==> src/rtl/sbf_pkg.sv <==
package sbf_pkg;

    localparam int CHAR_W    = 10;
    localparam int SHORT_LSB = 3;

    localparam logic [CHAR_W-1:0] COMMA_POS = 10'b0011111010;
    localparam logic [CHAR_W-1:0] COMMA_NEG = 10'b1100000101;

    typedef enum logic {
        SCAN_SINGLE = 1'b0,
        SCAN_MULTI  = 1'b1
    } scan_mode_e;

    function automatic logic care_bit(input int idx, input logic full);
        return full || (idx >= SHORT_LSB);
    endfunction

endpackage

==> src/rtl/sbf_shifter.sv <==
module sbf_shifter
    import sbf_pkg::*;
#(
    parameter int CW = CHAR_W
) (
    input  logic          clk,
    input  logic          rst,
    input  logic          bit_en,
    input  logic          bit_in,
    output logic [CW-1:0] win_next
);

    logic [CW-2:0] hist;

    assign win_next = {hist, bit_in};

    always_ff @(posedge clk) begin
        if (rst) begin
            hist <= '0;
        end else if (bit_en) begin
            hist <= win_next[CW-2:0];
        end
    end

endmodule

==> src/rtl/sbf_match.sv <==
module sbf_match
    import sbf_pkg::*;
#(
    parameter int CW = CHAR_W
) (
    input  logic [CW-1:0] word,
    input  logic          en,
    input  logic          full_sel,
    output logic          hit
);

    logic [CW-1:0] eq_pos;
    logic [CW-1:0] eq_neg;

    for (genvar i = 0; i < CW; i++) begin : g_bit
        logic care;
        assign care      = care_bit(i, full_sel);
        assign eq_pos[i] = !care || (word[i] == COMMA_POS[i]);
        assign eq_neg[i] = !care || (word[i] == COMMA_NEG[i]);
    end

    assign hit = en && ((&eq_pos) || (&eq_neg));

endmodule

==> src/rtl/sbf_bound.sv <==
module sbf_bound
    import sbf_pkg::*;
#(
    parameter int CW       = CHAR_W,
    parameter int WIN_BITS = 50
) (
    input  logic          clk,
    input  logic          rst,
    input  logic          bit_en,
    input  logic          hit,
    input  logic          frame_en,
    input  logic          multi_mode,
    input  logic [CW-1:0] win_next,
    output logic [CW-1:0] char_out,
    output logic          char_stb,
    output logic          realign
);

    localparam int LIM = WIN_BITS - CW;
    localparam int CNW = $clog2(CW);
    localparam int AGW = $clog2(LIM + 2);

    typedef struct packed {
        logic           valid;
        logic [CNW-1:0] phase;
        logic [AGW-1:0] age;
    } cand_t;

    scan_mode_e     mode;
    logic [CNW-1:0] cnt;
    cand_t          cand;
    logic           at_bnd;
    logic           same_ph;
    logic [AGW-1:0] age_p1;
    logic           take;
    logic           stb_now;

    assign mode    = scan_mode_e'(multi_mode);
    assign at_bnd  = (cnt == CNW'(CW - 1));
    assign age_p1  = cand.age + 1'b1;
    assign same_ph = cand.valid && (cand.phase == cnt) && (age_p1 <= AGW'(LIM));

    always_comb begin
        take = 1'b0;
        if (hit && !at_bnd) begin
            take = (mode == SCAN_SINGLE) || same_ph;
        end
    end

    assign stb_now = bit_en && (at_bnd || take);

    always_ff @(posedge clk) begin
        if (rst) begin
            cnt      <= '0;
            char_out <= '0;
            char_stb <= 1'b0;
            realign  <= 1'b0;
        end else begin
            char_stb <= stb_now;
            realign  <= bit_en && take;
            if (stb_now) begin
                char_out <= win_next;
            end
            if (bit_en) begin
                cnt <= (at_bnd || take) ? '0 : cnt + 1'b1;
            end
        end
    end

    always_ff @(posedge clk) begin
        if (rst || mode == SCAN_SINGLE || !frame_en) begin
            cand <= '0;
        end else if (bit_en) begin
            if (take) begin
                cand <= '0;
            end else if (hit && !at_bnd) begin
                cand.valid <= 1'b1;
                cand.phase <= cnt;
                cand.age   <= '0;
            end else if (cand.valid) begin
                if (age_p1 >= AGW'(LIM)) begin
                    cand.valid <= 1'b0;
                end else begin
                    cand.age <= age_p1;
                end
            end
        end
    end

    // a strobe always follows an enabled bit
    p_stb_after_bit_r2: assert property (@(posedge clk) disable iff (rst)
        char_stb |-> $past(bit_en));

    // a moved boundary always presents the comma
    p_realign_strobes_r5: assert property (@(posedge clk) disable iff (rst)
        realign |-> char_stb);

    // single-detect moves on the first off-boundary match
    p_single_moves_r5: assert property (@(posedge clk) disable iff (rst)
        (hit && !at_bnd && !multi_mode) |=> realign);

    // a match on the current boundary stays quiet
    p_on_boundary_quiet_r6: assert property (@(posedge clk) disable iff (rst)
        (hit && at_bnd) |=> !realign);

    // a first candidate in multi-detect never moves the boundary
    p_multi_first_quiet_r7: assert property (@(posedge clk) disable iff (rst)
        (hit && !at_bnd && multi_mode && !cand.valid) |=> !realign);

    // a held candidate is always younger than the window
    p_window_bound_r8: assert property (@(posedge clk) disable iff (rst)
        cand.valid |-> (cand.age < AGW'(LIM)));

    // no move unless framing was enabled
    p_disabled_hold_r9: assert property (@(posedge clk) disable iff (rst)
        realign |-> $past(frame_en));

endmodule

==> src/rtl/sbf_framer.sv <==
module sbf_framer
    import sbf_pkg::*;
#(
    parameter int CW       = CHAR_W,
    parameter int WIN_BITS = 50
) (
    input  logic          clk,
    input  logic          rst,
    input  logic          bit_en,
    input  logic          bit_in,
    input  logic          frame_en,
    input  logic          multi_mode,
    input  logic          full_pat,
    output logic [CW-1:0] char_out,
    output logic          char_stb,
    output logic          realign
);

    logic [CW-1:0] win_next;
    logic          hit;

    sbf_shifter #(.CW(CW)) u_shift (
        .clk      (clk),
        .rst      (rst),
        .bit_en   (bit_en),
        .bit_in   (bit_in),
        .win_next (win_next)
    );

    sbf_match #(.CW(CW)) u_match (
        .word     (win_next),
        .en       (bit_en && frame_en),
        .full_sel (full_pat),
        .hit      (hit)
    );

    sbf_bound #(.CW(CW), .WIN_BITS(WIN_BITS)) u_bound (
        .clk        (clk),
        .rst        (rst),
        .bit_en     (bit_en),
        .hit        (hit),
        .frame_en   (frame_en),
        .multi_mode (multi_mode),
        .win_next   (win_next),
        .char_out   (char_out),
        .char_stb   (char_stb),
        .realign    (realign)
    );

endmodule

==> config.mk <==
export PLATFORM = sky130hd
export DESIGN_NAME = sbf_framer
export DESIGN_NICKNAME = d
export VERILOG_FILES = /design/src/rtl/sbf_pkg.sv /design/src/rtl/sbf_shifter.sv /design/src/rtl/sbf_match.sv /design/src/rtl/sbf_bound.sv /design/src/rtl/sbf_framer.sv
export SDC_FILE = /design/constraint.sdc
export NUM_CORES = 1
export LEC_CHECK = 0
export ABC_CLOCK_PERIOD_IN_PS = 2900
export BUFFER_PORTS_ARGS = -buffer_cell sky130_fd_sc_hd__buf_2
export CAP_MARGIN = 20
export CORE_ASPECT_RATIO = 2
export CORE_MARGIN = 1.5
export CORE_UTILIZATION = 31
export DETAILED_ROUTE_END_ITERATION = 7
export MAX_ROUTING_LAYER = met4
export PLACE_DENSITY_LB_ADDON = 0.2
export SETUP_SLACK_MARGIN = 0.5
export SLEW_MARGIN = 20
export SYNTH_ARGS = -nofsm -noshare
export SYNTH_HDL_FRONTEND = slang
export SYNTH_SLANG_ARGS = --single-unit
==> constraint.sdc <==
create_clock -name clk -period 2.9 [get_ports clk]
set_input_delay 0.145 -clock clk [delete_from_list [all_inputs] [get_ports clk]]
set_output_delay 0.145 -clock clk [all_outputs]
set_load 0.1 [all_outputs]
==> out/metrics.yaml <==
antenna_nets_post_route: 0
drt_first_iter_violations: 51
tightestPinTransition_ps: 590
floorplan.core_area_um2: 5710
first_pass_iters: 4
htree_num_levels: 2
chip_width_um: 57.4
start_kind: "flip-flop"
timing.hold.worst.class: "in -> reg"
final_core_utilization_pct: 37.5
min-delay-start: "multi_mode"
pin_count_of_the_biggest_net_entering_global_routing: 42
yosysWarningCount: 0
edff_count_synth: 0
final.min_clock_period_ps: 2250
path_delay_family: "compound AO/OA/AOI/OAI gates"
min_delay_worst_endpoint: "u_bound.realign"
floorplan.initialDensity_pct: 32.1
drv_cap: 0
grt_setup_unrepaired: "no"
timing.setup.tns_ps: 0
final_area_um2: 2140
synth_area_per_inst_um2: 9.65
worst_r2r_endpoint: "u_bound.char_out[0]"
dieHeight_um: 112
clk_latency_ps: 280
fillerInstances: 580
timing.critical_path.cells: "or3b_2 > a211oi_2 > o21a_2 > o2111ai_1 > o211ai_1 > clkbuf_4 > mux2i_1"
first_global_vias: 1444
syn_nets: 201
fraction_of_met1_tracks_used_by_global_routing_pct: 14.6
synth.ff_latch_count: 36
finClkSkew_ps: 5.18
dpl.hpwl_um: 2890
power_density_nw_per_um2: 518
setup.reg_to_reg.worst_slack_ps: 650
gr-usage-met3_pct: 2.79
finalWeightedCongestion: 0.768
yosysSeqAreaShare_pct: 39.3
vdd_drop_max_uv: 402
crit_path_top_delay_cell: "sky130_fd_sc_hd__or3b_2"
final_hold_viol_count: 0
netlist_instances: 190
vias_per_cell: 5.39
timing.hold.ws_ps: 133
io_pins: 19
cts.sinks: 36
power_leakage_nw: 0.801
grt_usage_pct: 14.0
final.period_utilization_pct: 77.5
clock_slew_at_the_register_clock_pins_of_the_worst_setup_and_hold_paths_ps: 50
synth_async_sr_flop_share_pct: 0
fin_nets: 221
total_power_mw: 1.11
timing.setup.critical_path_class: "reg -> reg"
totalWireLength_um: 4110
r2r.worst_path.cells: 7
synth_cell_type_count: 49
use_met2_pct: 24.5
layout-drive-gt1-share_pct: 18.6
drcViolationCount: 0
clock.fmax_ghz: 0.445
slew_viol_final: 0
globalRoute.busiestLayer: "met2"
synth_flop_cell: "sky130_fd_sc_hd__dfxtp_1"
critical_path.endpoint_type: "flip-flop"
worst_slack_ps: 653
numPortBuffers: 18
cts_hold_repair.buffers: 0
dp_slack_ps: 599
finalSetupViolCount: 0
numCtsBuffers: 5
critical-path-max-stage-delay_ps: 490
drt-wirelength-per-cell_um: 15.2
path_max_fanout: 5
clock_tree.buffer_depth: 2
max-slew-margin-rel_pct: 60.7
design.die.area_um2: 6410
timing.critical_path.buf_inv: 1
placement_row_count: 39
vias: 1462
grt_remaining_overflow: 0
diodes: 0
post_synth_instance_area_um2: 1830
critical_path_required_ps: 3100
placed_area_um2: 1960
r2r_start: "u_shift.hist[0]"
final_cell_count_no_fill: 271
grt_first_pass_wirelength_um: 6850
antenna_found_initial: 0
cts_tree: "done"
status: "completed"
numPlacedInstances: 262
hold_depth: 2
worstPathArrival_ps: 2450
syn2layout_area_growth_pct: 16.7
cts_root_buffer: "sky130_fd_sc_hd__clkbuf_16"
## power by group
| group | switching [mW] | internal [mW] |
|---|---|---|
| clock network | 0.195 | 0.360 |
| registers | 0.00648 | 0.499 |
| logic | 0.0292 | 0.0183 |
| total | 0.231 | 0.878 |
## cell type report
| type | instances | area, um2 | share of cell area [%] |
|---|---|---|---|
| clock buffers | 7 | 153 | 7.13 |
| well taps | 61 | 76.3 | 3.57 |
| inverters | 4 | 15.0 | 0.702 |
| multi-input cells | 141 | 1050 | 49.1 |
| repair buffers | 22 | 124 | 5.79 |
| flip-flops and latches | 36 | 721 | 33.7 |
## state kept, by name, indices dropped and copies added (netlist names)
name              cells
u_bound.realign       1
u_bound.cnt           4
u_bound.char_stb      1
u_bound.cand         11
u_shift.hist          9
u_bound.char_out     10
## worst max path at each step
stage / start / endpoint / slack [ps] / depth (start not counted)
floorplan: u_shift.hist[6] / u_bound.char_out[0] / 820 / 7
global placement: u_shift.hist[6] / u_bound.char_out[0] / 600 / 7
detailed placement: u_shift.hist[6] / u_bound.cnt[0] / 600 / 6
CTS: u_shift.hist[6] / u_bound.char_out[0] / 570 / 7
global route: u_shift.hist[0] / u_bound.char_out[0] / 500 / 7
finish: u_shift.hist[0] / u_bound.char_out[0] / 650 / 7
## cell usage after synthesis (all sizes together), types with 2 or more instances
master	count	area [um2]
nor2	13	48.8
nand3	9	45.0
a2111oi	2	36.3
o2111ai	2	17.5
buf	5	37.5
nor3b	2	15.0
clkbuf	4	15.0
nor4	3	33.8
a21oi	2	10.0
xnor2	4	35.0
xor2	3	26.3
a32o	2	20.0
ha	4	50.1
dfxtp	36	721
o22ai	3	18.8
or3	2	12.5
nand2	12	45.0
mux2i	20	200
o211ai	3	22.5
nand3b	4	30.0
a22o	5	52.6
a211oi	2	15.0
inv	4	15.0
nand2b	20	125
o21ai	5	25.0
## logic make-up after synthesis
group	after synthesis	synth area share [%]
AO/OA/AOI/OAI	32	15.0
XOR/XNOR	7	3.34
adder cells (fa/ha/maj)	4	2.73
buffers and inverters	13	3.69
flip-flops	36	39.3
multiplexers	20	10.9
AND/OR/NAND/NOR	78	25.0
## timing repair
| item | CTS | global route |
|---|---|---|
| gates resized for setup | 0 | 4 |
| endpoints found under the hold margin | 0 | 0 |
| buffers inserted | 0 | 1 |
| setup endpoints to repair | 0 | 24 |
## layout by cell type, fill, tap and decap left out, drive strengths merged, types with 2 or more instances in the layout
cell type  instances
o21ai              5
nand2b            20
ha                 4
o211ai             3
a21oi              2
a32o               2
a211oi             2
a2111oi            2
nand3              9
clkbuf             8
xnor2              4
nor3b              2
buf               21
a22o               5
o22ai              3
inv                4
or3                2
nand3b             4
mux2i             20
o2111ai            2
xor2               3
nand2             12
nor2              13
nor4               3
dfxtp             36
## per-layer routing
layer,vias up,wire length [um]
li1,732,-
met2,35,2230
met1,688,1640
met3,7,172
met5,-,0
met4,0,71
Power figures use the tool's default switching activity.
